[src/rtl/aux_xact_pkg.sv]
package aux_xact_pkg;

   typedef enum logic [2:0] {
      RES_OK        = 3'd0,
      RES_BUSY      = 3'd1,
      RES_NODEV     = 3'd2,
      RES_TIMEOUT   = 3'd3,
      RES_REMOTE_IO = 3'd4
   } xact_res_e;

   typedef enum logic [3:0] {
      PH_IDLE,
      PH_WAIT_QUIET,
      PH_WAIT_GRANT,
      PH_CHECK_SINK,
      PH_LOAD,
      PH_RST_HI,
      PH_RST_LO,
      PH_BACKOFF,
      PH_IN_FLIGHT,
      PH_JUDGE,
      PH_FINISH
   } xact_phase_e;

endpackage

[src/rtl/aux_us_tick.sv]
module aux_us_tick #(
   parameter int CYC_PER_US = 100
) (
   input  logic clk,
   input  logic rst_n,
   input  logic clr,
   output logic tick
);
   localparam int PW = (CYC_PER_US > 1) ? $clog2(CYC_PER_US) : 1;

   logic [PW-1:0] pre_q;

   if (CYC_PER_US < 1) begin : g_bad_cyc
      $error("aux_us_tick: CYC_PER_US must be at least 1");
   end

   assign tick = (pre_q == PW'(CYC_PER_US - 1));

   always_ff @(posedge clk or negedge rst_n) begin
      if (!rst_n)     pre_q <= '0;
      else if (clr)   pre_q <= '0;
      else if (tick)  pre_q <= '0;
      else            pre_q <= pre_q + PW'(1);
   end


   pre_in_range_chk: assert property (@(posedge clk) disable iff (!rst_n)
      pre_q <= PW'(CYC_PER_US - 1));
endmodule

[src/rtl/aux_us_timer.sv]
module aux_us_timer #(
   parameter int CNT_W = 11
) (
   input  logic             clk,
   input  logic             rst_n,
   input  logic             clr,
   input  logic             tick,
   input  logic [CNT_W-1:0] limit,
   output logic             expired
);
   logic [CNT_W-1:0] cnt_q;

   if (CNT_W < 2) begin : g_bad_w
      $error("aux_us_timer: CNT_W must be at least 2");
   end

   assign expired = (cnt_q >= limit);

   always_ff @(posedge clk or negedge rst_n) begin
      if (!rst_n)                  cnt_q <= '0;
      else if (clr)                cnt_q <= '0;
      else if (tick && !expired)   cnt_q <= cnt_q + CNT_W'(1);
   end


   timer_saturates_chk: assert property (@(posedge clk) disable iff (!rst_n)
      (!clr && expired) |=> (cnt_q == $past(cnt_q)) || (limit != $past(limit)));
endmodule

[src/rtl/aux_xact_fsm.sv]
module aux_xact_fsm
   import aux_xact_pkg::*;
#(
   parameter int MAX_TRIES  = 32,
   parameter int TMR_W      = 11,
   parameter int IDLE_US    = 1000,
   parameter int GRANT_US   = 1000,
   parameter int GO_US      = 1000,
   parameter int BACKOFF_US = 400
) (
   input  logic             clk,
   input  logic             rst_n,
   input  logic             start,
   input  logic             is_read,
   input  logic             ch_active,
   input  logic             ch_grant,
   input  logic             ch_sink,
   input  logic             ch_done,
   input  logic             err_any,
   input  logic             tmr_exp,
   output logic             tmr_clr,
   output logic [TMR_W-1:0] tmr_limit,
   output logic             accept,
   output logic             sample_resp,
   output logic             commit_rd,
   output logic             busy,
   output logic             done,
   output logic [2:0]       status,
   output logic             ch_req,
   output logic             ch_load,
   output logic             ch_reset,
   output logic             ch_go
);
   localparam int TRY_W = $clog2(MAX_TRIES);

   xact_phase_e state_q, state_d;
   xact_res_e   res_q, res_d;
   logic [TRY_W-1:0] tries_q, tries_d;

   if (MAX_TRIES < 2) begin : g_bad_tries
      $error("aux_xact_fsm: MAX_TRIES must be at least 2");
   end

   always_comb begin
      state_d = state_q;
      res_d   = res_q;
      tries_d = tries_q;
      case (state_q)
         PH_IDLE: begin
            if (start) begin
               state_d = PH_WAIT_QUIET;
               tries_d = '0;
            end
         end
         PH_WAIT_QUIET: begin
            if (!ch_active) state_d = PH_WAIT_GRANT;
            else if (tmr_exp) begin
               state_d = PH_FINISH;
               res_d   = RES_BUSY;
            end
         end
         PH_WAIT_GRANT: begin
            if (ch_grant) state_d = PH_CHECK_SINK;
            else if (tmr_exp) begin
               state_d = PH_FINISH;
               res_d   = RES_BUSY;
            end
         end
         PH_CHECK_SINK: begin
            if (!ch_sink) begin
               state_d = PH_FINISH;
               res_d   = RES_NODEV;
            end else if (is_read) state_d = PH_RST_HI;
            else                  state_d = PH_LOAD;
         end
         PH_LOAD:  state_d = PH_RST_HI;
         PH_RST_HI: state_d = PH_RST_LO;
         PH_RST_LO: state_d = (tries_q == '0) ? PH_IN_FLIGHT : PH_BACKOFF;
         PH_BACKOFF: begin
            if (tmr_exp) state_d = PH_IN_FLIGHT;
         end
         PH_IN_FLIGHT: begin
            if (ch_done) state_d = PH_JUDGE;
            else if (tmr_exp) begin
               state_d = PH_FINISH;
               res_d   = RES_TIMEOUT;
            end
         end
         PH_JUDGE: begin
            if (!err_any) begin
               state_d = PH_FINISH;
               res_d   = RES_OK;
            end else if (tries_q == TRY_W'(MAX_TRIES - 1)) begin
               state_d = PH_FINISH;
               res_d   = RES_REMOTE_IO;
            end else begin
               state_d = PH_RST_HI;
               tries_d = tries_q + TRY_W'(1);
            end
         end
         PH_FINISH: state_d = PH_IDLE;
         default:   state_d = PH_IDLE;
      endcase
   end

   always_ff @(posedge clk or negedge rst_n) begin
      if (!rst_n) begin
         state_q <= PH_IDLE;
         res_q   <= RES_OK;
         tries_q <= '0;
      end else begin
         state_q <= state_d;
         res_q   <= res_d;
         tries_q <= tries_d;
      end
   end

   always_comb begin
      case (state_q)
         PH_WAIT_QUIET: tmr_limit = TMR_W'(IDLE_US);
         PH_WAIT_GRANT: tmr_limit = TMR_W'(GRANT_US);
         PH_BACKOFF:    tmr_limit = TMR_W'(BACKOFF_US);
         PH_IN_FLIGHT:  tmr_limit = TMR_W'(GO_US);
         default:       tmr_limit = '0;
      endcase
   end

   assign tmr_clr     = (state_d != state_q);
   assign accept      = (state_q == PH_IDLE) && start;
   assign sample_resp = (state_q == PH_IN_FLIGHT) && ch_done;
   assign commit_rd   = (state_q == PH_JUDGE) && !err_any && is_read;
   assign busy        = (state_q != PH_IDLE);
   assign done        = (state_q == PH_FINISH);
   assign status      = res_q;
   assign ch_req      = (state_q != PH_IDLE) && (state_q != PH_WAIT_QUIET)
                        && (state_q != PH_FINISH);
   assign ch_load     = (state_q == PH_LOAD);
   assign ch_reset    = (state_q == PH_RST_HI);
   assign ch_go       = (state_q == PH_IN_FLIGHT);


   nodev_ends_chk: assert property (@(posedge clk) disable iff (!rst_n)
      (state_q == PH_CHECK_SINK && !ch_sink) |=> (done && status == RES_NODEV));

   load_write_only_chk: assert property (@(posedge clk) disable iff (!rst_n)
      ch_load |-> !is_read);

   go_after_reset_chk: assert property (@(posedge clk) disable iff (!rst_n)
      $rose(ch_go) |-> ($past(state_q) == PH_RST_LO || $past(state_q) == PH_BACKOFF));

   retry_backs_off_chk: assert property (@(posedge clk) disable iff (!rst_n)
      ($rose(ch_go) && tries_q != '0) |-> $past(state_q) == PH_BACKOFF);

   tries_bound_chk: assert property (@(posedge clk) disable iff (!rst_n)
      tries_q <= TRY_W'(MAX_TRIES - 1));

   done_single_chk: assert property (@(posedge clk) disable iff (!rst_n)
      done |=> !done);

   done_beats_expiry_chk: assert property (@(posedge clk) disable iff (!rst_n)
      (state_q == PH_IN_FLIGHT && ch_done && tmr_exp) |=> state_q == PH_JUDGE);
endmodule

[src/rtl/aux_xact_seq.sv]
module aux_xact_seq
   import aux_xact_pkg::*;
#(
   parameter int CYC_PER_US = 100,
   parameter int IDLE_US    = 1000,
   parameter int GRANT_US   = 1000,
   parameter int GO_US      = 1000,
   parameter int BACKOFF_US = 400,
   parameter int MAX_TRIES  = 32,
   parameter int ADDR_W     = 20,
   parameter int WORD_W     = 32,
   parameter int N_WORDS    = 4
) (
   input  logic                        clk,
   input  logic                        rst_n,
   input  logic                        start,
   input  logic [3:0]                  cmd,
   input  logic [ADDR_W-1:0]           addr,
   input  logic [$clog2(N_WORDS*WORD_W/8):0] nbytes,
   input  logic [N_WORDS*WORD_W-1:0]   wdata,
   output logic                        busy,
   output logic                        done,
   output logic [2:0]                  status,
   output logic [N_WORDS*WORD_W-1:0]   rdata,
   input  logic                        ch_active,
   output logic                        ch_req,
   input  logic                        ch_grant,
   input  logic                        ch_sink,
   output logic                        ch_load,
   output logic [N_WORDS*WORD_W-1:0]   ch_wdata,
   output logic [15:0]                 ch_ctrl,
   output logic [ADDR_W-1:0]           ch_addr,
   output logic                        ch_reset,
   output logic                        ch_go,
   input  logic                        ch_done,
   input  logic [7:0]                  ch_err,
   input  logic [N_WORDS*WORD_W-1:0]   ch_rdata
);
   localparam int DATA_W  = N_WORDS * WORD_W;
   localparam int MAX_B   = DATA_W / 8;
   localparam int LEN_W   = $clog2(MAX_B) + 1;
   localparam int CMD_W   = 4;
   localparam int CNT_FW  = 8;
   localparam int CTRL_W  = 16;
   localparam int MAX_US  = (IDLE_US > GRANT_US ? IDLE_US : GRANT_US) > (GO_US > BACKOFF_US ? GO_US : BACKOFF_US)
                            ? (IDLE_US > GRANT_US ? IDLE_US : GRANT_US)
                            : (GO_US > BACKOFF_US ? GO_US : BACKOFF_US);
   localparam int TMR_W   = $clog2(MAX_US + 1) + 1;

   if (MAX_B > (1 << CNT_FW)) begin : g_bad_len
      $error("aux_xact_seq: byte count does not fit the control field");
   end
   if (WORD_W % 8 != 0) begin : g_bad_word
      $error("aux_xact_seq: WORD_W must be a whole number of bytes");
   end

   logic [CMD_W-1:0]  cmd_q;
   logic [ADDR_W-1:0] addr_q;
   logic [LEN_W-1:0]  len_q;
   logic              err_q;
   logic              tick, tmr_clr, tmr_exp;
   logic [TMR_W-1:0]  tmr_limit;
   logic              accept, sample_resp, commit_rd;

   aux_us_tick #(.CYC_PER_US(CYC_PER_US)) tick_i (
      .clk(clk), .rst_n(rst_n), .clr(tmr_clr), .tick(tick)
   );

   aux_us_timer #(.CNT_W(TMR_W)) timer_i (
      .clk(clk), .rst_n(rst_n), .clr(tmr_clr), .tick(tick),
      .limit(tmr_limit), .expired(tmr_exp)
   );

   aux_xact_fsm #(
      .MAX_TRIES(MAX_TRIES), .TMR_W(TMR_W), .IDLE_US(IDLE_US),
      .GRANT_US(GRANT_US), .GO_US(GO_US), .BACKOFF_US(BACKOFF_US)
   ) fsm_i (
      .clk(clk), .rst_n(rst_n), .start(start), .is_read(cmd_q[0]),
      .ch_active(ch_active), .ch_grant(ch_grant), .ch_sink(ch_sink),
      .ch_done(ch_done), .err_any(err_q), .tmr_exp(tmr_exp),
      .tmr_clr(tmr_clr), .tmr_limit(tmr_limit), .accept(accept),
      .sample_resp(sample_resp), .commit_rd(commit_rd), .busy(busy),
      .done(done), .status(status), .ch_req(ch_req), .ch_load(ch_load),
      .ch_reset(ch_reset), .ch_go(ch_go)
   );

   always_ff @(posedge clk or negedge rst_n) begin
      if (!rst_n) begin
         cmd_q  <= '0;
         addr_q <= '0;
         len_q  <= LEN_W'(1);
         err_q  <= 1'b0;
      end else begin
         if (accept) begin
            cmd_q  <= cmd;
            addr_q <= addr;
            len_q  <= nbytes;
         end
         if (sample_resp) err_q <= |ch_err;
      end
   end

   for (genvar w = 0; w < N_WORDS; w++) begin : g_word
      logic [WORD_W-1:0] wr_q, stage_q, rd_q;
      always_ff @(posedge clk or negedge rst_n) begin
         if (!rst_n) begin
            wr_q    <= '0;
            stage_q <= '0;
            rd_q    <= '0;
         end else begin
            if (accept)      wr_q    <= wdata[w*WORD_W +: WORD_W];
            if (sample_resp) stage_q <= ch_rdata[w*WORD_W +: WORD_W];
            if (commit_rd)   rd_q    <= stage_q;
         end
      end
      assign ch_wdata[w*WORD_W +: WORD_W] = wr_q;
      assign rdata[w*WORD_W +: WORD_W]    = rd_q;
   end

   assign ch_ctrl = {cmd_q, {(CTRL_W-CMD_W-CNT_FW){1'b0}}, CNT_FW'(len_q - LEN_W'(1))};
   assign ch_addr = addr_q;


   req_low_at_done_chk: assert property (@(posedge clk) disable iff (!rst_n)
      done |-> !ch_req);

   ctrl_stable_go_chk: assert property (@(posedge clk) disable iff (!rst_n)
      (ch_go && $past(ch_go)) |-> ($stable(ch_ctrl) && $stable(ch_addr)));

   reset_go_apart_chk: assert property (@(posedge clk) disable iff (!rst_n)
      !(ch_reset && ch_go));
endmodule

[config.mk]
export PLATFORM = sky130hd
export DESIGN_NAME = aux_xact_seq
export DESIGN_NICKNAME = d
export VERILOG_FILES = /design/src/rtl/aux_xact_pkg.sv /design/src/rtl/aux_us_tick.sv /design/src/rtl/aux_us_timer.sv /design/src/rtl/aux_xact_fsm.sv /design/src/rtl/aux_xact_seq.sv
export SDC_FILE = /design/constraint.sdc
export NUM_CORES = 1
export LEC_CHECK = 0
export ABC_CLOCK_PERIOD_IN_PS = 4080
export BUFFER_PORTS_ARGS = -buffer_cell sky130_fd_sc_hd__buf_2
export CAP_MARGIN = 20
export CORE_AREA = 2 2 233 235
export DETAILED_ROUTE_END_ITERATION = 12
export DIE_AREA = 0 0 235 237
export HOLD_SLACK_MARGIN = 0.02
export REMOVE_ABC_BUFFERS = 1
export SYNTH_ARGS = -nofsm -noshare
export SYNTH_HDL_FRONTEND = slang
export SYNTH_SLANG_ARGS = --single-unit
[constraint.sdc]
create_clock -name clk -period 4.08 [get_ports clk]
set_clock_uncertainty 0.1 [all_clocks]
set_input_delay 0.816 -clock clk [delete_from_list [all_inputs] [get_ports clk]]
set_output_delay 0.816 -clock clk [all_outputs]
set_load 0.005 [all_outputs]
# Word level (Yosys, flattened, before mapping)
# Cells that the tools add are included.
dict set report word_totals {
  in_bits 300
  register_bits 444
  word_cells 99
}
dict set report classes {
  magnitude_cmp 1
  n_eq_ne 24
  reduce_logical 19
  mux 30
  n_addsub 4
}
# cell count
set op_table {}
lappend op_table {{2-to-1 mux 4 bit} 10}
lappend op_table {{one-hot mux 4 bit (10 select lines)} 1}
lappend op_table {{2-to-1 mux 3 bit} 8}
lappend op_table {{2-to-1 mux 11 bit} 2}
lappend op_table {{one-hot mux 10 bit (2 select lines)} 1}
lappend op_table {{== test 4 x 3 -> 1 bit (second input constant)} 4}
lappend op_table {{2-to-1 mux 5 bit} 3}
lappend op_table {{one-hot mux 3 bit (5 select lines)} 1}
lappend op_table {{2-to-1 mux 7 bit} 2}
lappend op_table {{!= test 2 bit (second input constant)} 7}
lappend op_table {{== test 4 bit (second input constant)} 3}
lappend op_table {{adder 11 x 1 -> 11 bit (second input constant)} 1}
lappend op_table {{greater-or-equal comparator 11 bit} 1}
lappend op_table {{one-hot mux 5 bit (2 select lines)} 1}
lappend op_table {{== test 4 x 2 -> 1 bit (second input constant)} 2}
lappend op_table {{OR reduction 8 bit} 1}
lappend op_table {{adder 7 x 1 -> 7 bit (second input constant)} 1}
lappend op_table {{== test 7 bit (second input constant)} 1}
lappend op_table {{logical AND 1 bit} 7}
lappend op_table {{AND reduction 7 bit} 1}
lappend op_table {{subtractor 5 x 1 -> 6 bit (second input constant)} 1}
lappend op_table {{adder 5 x 1 -> 5 bit (second input constant)} 1}
lappend op_table {{== test 5 bit (second input constant)} 1}
lappend op_table {{logical NOT 5 bit} 1}
lappend op_table {{other kinds (14)} 16}

# Depth between registers and ports, before layout
dict set report depth {
  ltp_word 9
  ltp_mapped 14
}

# By module
# Synthesis repeated with hierarchy kept, for this count alone.
dict set report hier_totals {
  hier_cells 1164
  area_unflattened_um2 18265.0
}
# module area_each_um2 instances cells_each
set modules_own_cells {}
lappend modules_own_cells {aux_xact_seq 15942.8 1 898}
lappend modules_own_cells {aux_xact_fsm 1131.1 1 136}
lappend modules_own_cells {aux_us_timer 872.1 1 99}
lappend modules_own_cells {aux_us_tick 319.1 1 31}

# Least setup slack after synthesis
# OpenSTA, ideal clock, no wires.
dict set report synth_timing {
  kind {register to register}
  startpoint {register fsm_i.state_q[1]}
  endpoint {register tick_i.pre_q[0]}
  setup_slack_ns 0.969
  t_required_ns 3.884
  path_stages_with_launch 15
  setup_ns 0.096
  n_path_buf 2
  arrival_ns 2.915
  cell_sequence {dfrtp_1 -> buf_4 -> nand2b_1 -> nor2_1 -> o21ai_1 -> inv_1 -> nor2_1 -> ha_1 -> a21oi_1 -> o21ai_0 -> a21o_2 -> o311ai_4 -> xor2_4 -> buf_6 -> nor4_2}
}
dict set report synth_via {
  elab_chain_cells 9
}
# item line_no
set synth_rtl {}
lappend synth_rtl {{from (decl)} aux_xact_fsm.sv:36} ;# xact_phase_e state_q, state_d;
lappend synth_rtl {{from (signal assigned)} aux_xact_fsm.sv:112} ;# state_q <= state_d;
lappend synth_rtl {{== test 4 bit, or another cell as far along} {aux_xact_fsm.sv:48, aux_xact_fsm.sv:119}}
lappend synth_rtl {{OR reduction 3 bit (no line)} -}
lappend synth_rtl {{one-hot mux 10 bit (2 select lines)} aux_xact_fsm.sv:119} ;# case (state_q)
lappend synth_rtl {{greater-or-equal comparator 11 bit} aux_us_timer.sv:17} ;# assign expired = (cnt_q >= limit);
lappend synth_rtl {{2-to-1 mux 4 bit} {aux_xact_fsm.sv:57, aux_xact_fsm.sv:64, aux_xact_fsm.sv:84}}
lappend synth_rtl {{2-to-1 mux 4 bit, on equally long branches} {aux_xact_fsm.sv:83, aux_xact_fsm.sv:56, aux_xact_fsm.sv:63}}
lappend synth_rtl {{one-hot mux 4 bit (10 select lines) *} aux_xact_fsm.sv:48} ;# case (state_q)
lappend synth_rtl {{named net fsm_i.state_d[0]} aux_xact_fsm.sv:36}
lappend synth_rtl {{!= test 4 bit *} aux_xact_fsm.sv:128} ;# assign tmr_clr = (state_d != state_q);
lappend synth_rtl {{2-to-1 mux 7 bit *} aux_us_tick.sv:21} ;# else if (clr) pre_q <= '0;
lappend synth_rtl {{to (signal assigned)} aux_us_tick.sv:23} ;# else pre_q <= pre_q + PW'(1);
lappend synth_rtl {{to (decl)} aux_us_tick.sv:11} ;# logic [PW-1:0] pre_q;
# The timed path passes the listed nets; every way through them passes the cells marked *.
# A chain may end at the register's enable or synchronous reset.

# Final worst setup path
dict set report layout_timing {
  startpoint {register fsm_i.state_q[3]}
  endpoint {register tick_i.pre_q[2]}
}
# The elaborated chain is that of the path after synthesis.

==> results.md <==
Run status:
- The run finished with clean final reports.

Routing:
- The average wire per standard cell is between 15 and 20 µm.
- Once detail routing completed, the nets flagged for antenna violations numbered 0.
- The initial DRC count is ~340.
- The count of vias placed by the detailed router is 11600.
- The number of DRC violations after detailed routing is 0.
- Using the TritonRoute via totals, the vias-per-cell ratio works out to 4.67.
- Summed over all layers, the routed wires come to around 47000 µm.
- The detailed-router iteration count before antenna repair is 4.

Critical path:
- The maximum fanout along the worst path is 18.
- The setup path with the least slack is of type reg -> reg.
- At the worst endpoint, the required time is 4.43 ns.
- The critical path startpoint category is a flip-flop.
- For flop-to-flop paths, the worst setup slack is roughly 0.48 ns.
- The arrival time reported for the critical path endpoint is 3.95 ns.
- The worst-case reg-to-reg path depth is 13.
- The kind of end point of the critical path is a flip-flop.
- The worst register-to-register path ends at tick_i.pre_q[2]$_DFF_PN0_.
- The origin of the critical flop-to-flop path is fsm_i.state_q[3]$_DFF_PN0_.

Timing:
- Setup repair after global routing left no endpoint under its margin.
- The number of slew-limit violations in the final report was 0.
- On the final layout, the worst hold slack is between 0.1 and 0.15 ns.
- Subtracting the final worst setup slack from the clock period gives 3.60 ns.
- The headroom to the max-slew limit is 0.399.
- The number of hold violations in the final report is 0.
- The total of endpoints with negative setup slack in the final report is 0.
- The highest achievable clock rate is 278 MHz.
- The post-route fraction of the period consumed by the critical path is 0.883.
- The transition at the pin with the smallest max-transition slack is 0.901 ns.

Place:
- The count of port buffers added during placement is 596.
- The cell count after placement is 2393.
- The placer congestion estimate is roughly 0.87.
- The post-DP HPWL is around 35000 µm.

Logic synthesis:
- Counting every instance in the synthesized netlist gives roughly 1100.
- The synthesized netlist occupies a cell area of 17700 µm².
- Of the synthesized area, sequential elements account for 0.628.
- The top flip-flop cell by instance count after synthesis is sky130_fd_sc_hd__dfrtp_1.
- Yosys mapped a number of flops with a built-in enable equal to 0.
- Sorting the synthesized cells by area gives the leading types as sky130_fd_sc_hd__dfrtp_1, sky130_fd_sc_hd__mux2_2, sky130_fd_sc_hd__buf_2, sky130_fd_sc_hd__ha_1, sky130_fd_sc_hd__nor4_2.
- For this run, asynchronously set or reset flops after synthesis account for 1.00.
- Yosys printed 0 warnings.
- Of the post-synthesis cell area, the dominant cell type holds 0.626.
- In this run, synthesis produced a sequential element count of around 440.
- The cell type with the largest total area after synthesis is sky130_fd_sc_hd__dfrtp_1.
- The distinct cell type count of the synthesized netlist is between 60 and 70.
- The average footprint of a synthesized cell is approximately 16 µm².

Floorplan:
- The total area inside the core boundary comes to about 53000 µm².
- For this design the top-level I/O count stands at approximately 600.
- The initial utilization of the core area, before any placement, comes to 0.332.
- The die is between 200 and 250 µm wide.
- The full die area is between 50000 and 60000 µm².
- The floorplan row count is 85.
- The die is between 200 and 250 µm tall.

Global route:
- The via count of the first global-routing pass is about 12000.
- The first global-routing pass estimated approximately 72000 µm of wire.
- The initial antenna violation count is 13.
- In the global route stage, overall resource usage came out at 0.165.
- The total congestion overflow after global routing is 0.
- The largest net degree at the start of global routing is 120.

Finish:
- The final-layout fill cell count is between 4000 and 5000.
- After the flow finishes, the layout carries non-filler instances totaling 2488.
- The final layout net count is 2062.
- Of the cells placed in the final design, the portion with a size suffix greater than 1 is 0.637.
- The commonest non-fill, non-tap cell in the layout is sky130_fd_sc_hd__buf_2.
- In the layout the commonest cells are sky130_fd_sc_hd__buf_2, sky130_fd_sc_hd__dfrtp_1, sky130_fd_sc_hd__mux2_2, sky130_fd_sc_hd__clkbuf_16, sky130_fd_sc_hd__nor2_1.
- The relative area change from synthesis to final layout is 30.4%.

Worst hold path:
- The tightest min-delay check is of the in -> async type.

Pwr:
- The worst-case IR drop observed on VDD is ~0.37 mV.
- Power comes to about 16000 µW.
- In this run the static leakage power is 0.0115 µW.
- The total power divided by cell area is 706 nW/µm².

Clock network:
- Clock-pin slew was measured on the worst setup and hold paths at around 0.060 ns.
- The number of clock buffers added by TritonCTS is 49.
- The later pin in the worst-skew pair is clocked with a latency of ~0.56 ns.
- The clock root buffer is sky130_fd_sc_hd__clkbuf_16.
- For this design, the CTS-stage hold fixing added 0 buffers.
- The clock tree from TritonCTS is done.
- The worst-case clock buffer depth is 3.
- The number of setup buffers added after CTS is 0.
- The number of H-tree branching levels is 2.
- The post-cts resize count is 0.
- Counting every sink on the clock net gives between 400 and 500.

Job:
- The count of max-cap constraint violations is 0.
[worst max path at each step]
stage,start,end,slack (ns),cells past startpoint
3_5_place_dp,fsm_i.state_q[3]$_DFF_PN0_,tick_i.pre_q[2]$_DFF_PN0_,0.35,13
2_1_floorplan,start,fsm_i.tries_q[0]$_DFFE_PN0P_,-1.31,3
5_1_grt,fsm_i.state_q[0]$_DFF_PN0_,timer_i.cnt_q[2]$_DFFE_PN0P_,0.14,12
4_1_cts,fsm_i.state_q[3]$_DFF_PN0_,timer_i.cnt_q[4]$_DFFE_PN0P_,0.32,12
3_3_place_gp,fsm_i.state_q[3]$_DFF_PN0_,tick_i.pre_q[2]$_DFF_PN0_,0.43,12
6_report,fsm_i.state_q[3]$_DFF_PN0_,tick_i.pre_q[2]$_DFF_PN0_,0.48,13
[layout make-up]
| type | instances | area (µm²) | area share |
|---|---|---|---|
| Sequential cell | 444 | 11100 | 0.481 |
| Multi-Input combinational cell | 616 | 6200 | 0.269 |
| Timing Repair Buffer | 619 | 3280 | 0.142 |
| Clock buffer | 75 | 1430 | 0.0621 |
| Tap cell | 696 | 871 | 0.0377 |
| Clock inverter | 13 | 109 | 0.00471 |
| Inverter | 18 | 67.6 | 0.00293 |
| Antenna cell | 7 | 17.5 | 0.000759 |
[where the power goes]
group	internal, µW	switching (µW)	leakage [µW]	total, µW
Combinational	2740	2280	0.00512	5030
Clock	2480	1750	0.000752	4230
Sequential	6120	921	0.00559	7040
Total	11300	4960	0.0115	16300
[cells by family after synthesis]
logic type               after synthesis  synth area share
other                                  1          0.000212
buffers and inverters                 81            0.0231
multiplexers                         416             0.265
adder cells (fa/ha/maj)               14           0.00989
AO/OA/AOI/OAI                         44            0.0230
XOR/XNOR                              19            0.0105
flip-flops                           444             0.628
AND/OR/NAND/NOR                      119            0.0406
[sequential cells by signal, summed over array words and instances (netlist names)]
name,cells
ch_addr,20
cmd_q,4
err_q,1
fsm_i.state_q,4
fsm_i.status,3
fsm_i.tries_q,5
g_word.rd_q,128
g_word.stage_q,128
g_word.wr_q,128
len_q,5
tick_i.pre_q,7
timer_i.cnt_q,11
[worst max-delay path, stage by stage, from the launching register on]
cell and delay [ns]:
sky130_fd_sc_hd__dfrtp_1 0.53, sky130_fd_sc_hd__nand2b_1 0.26, sky130_fd_sc_hd__a21oi_1 0.13, sky130_fd_sc_hd__o21ai_2 0.31, sky130_fd_sc_hd__inv_1 0.10, sky130_fd_sc_hd__nor2_1 0.20
sky130_fd_sc_hd__ha_1 0.28, sky130_fd_sc_hd__a21oi_1 0.17, sky130_fd_sc_hd__o21ai_0 0.14, sky130_fd_sc_hd__a21o_2 0.29, sky130_fd_sc_hd__o311ai_4 0.37, sky130_fd_sc_hd__xor2_4 0.10
sky130_fd_sc_hd__buf_4 0.22, sky130_fd_sc_hd__a2111oi_2 0.29
[routing by layer]
metal  part of all wire  vias to the layer above  track usage
met2               0.49                      386        0.276
met3              0.074                       97       0.0507
li1                   -                     5277            -
met1               0.40                     5839        0.197
met5             0.0013                        -            0
met4              0.032                       10       0.0679
[metrics by stage]
| stage | worst slack (ns) | setup TNS, ns | cell area [µm²] | utilization |
|---|---|---|---|---|
| floorplan | -1.31 | -358.12 | 17400 | - |
| global route | 0.144 | 0 | 23100 | 0.433 |
| global placement | 0.430 | 0 | 21500 | 0.404 |
| detailed placement | 0.351 | 0 | 21500 | 0.404 |
| finish | 0.479 | 0 | 23100 | 0.433 |
| CTS | 0.322 | 0 | 23100 | 0.433 |
[synthesized netlist by cell type, types with 2 or more instances]
cell type                   number
sky130_fd_sc_hd__nor2_1         29
sky130_fd_sc_hd__a21oi_1         7
sky130_fd_sc_hd__a2111oi_2       3
sky130_fd_sc_hd__o21ai_0         8
sky130_fd_sc_hd__o211ai_1        2
sky130_fd_sc_hd__mux2i_1         2
sky130_fd_sc_hd__a22o_1          2
sky130_fd_sc_hd__nand4_1         6
sky130_fd_sc_hd__ha_1           14
sky130_fd_sc_hd__nand3_1         9
sky130_fd_sc_hd__clkbuf_1       12
sky130_fd_sc_hd__nand3b_1        2
sky130_fd_sc_hd__nor3b_1         2
sky130_fd_sc_hd__buf_6           3
sky130_fd_sc_hd__nor3_1          7
sky130_fd_sc_hd__o22ai_1         2
sky130_fd_sc_hd__xor2_1         10
sky130_fd_sc_hd__and3_1          6
sky130_fd_sc_hd__buf_1           2
sky130_fd_sc_hd__nand2b_1       10
sky130_fd_sc_hd__inv_1          18
sky130_fd_sc_hd__xnor2_1         8
sky130_fd_sc_hd__nor2b_1         3
sky130_fd_sc_hd__nand2_1        14
sky130_fd_sc_hd__or3_1           2
sky130_fd_sc_hd__mux2_2        412
sky130_fd_sc_hd__nor4_2          9
sky130_fd_sc_hd__buf_2          36
sky130_fd_sc_hd__o21ai_1         2
sky130_fd_sc_hd__nor4_1          9
sky130_fd_sc_hd__dfrtp_1       443
sky130_fd_sc_hd__buf_4          10
sky130_fd_sc_hd__a31oi_1         2
sky130_fd_sc_hd__nor4b_2         2
(Power assumes the default switching activity.)
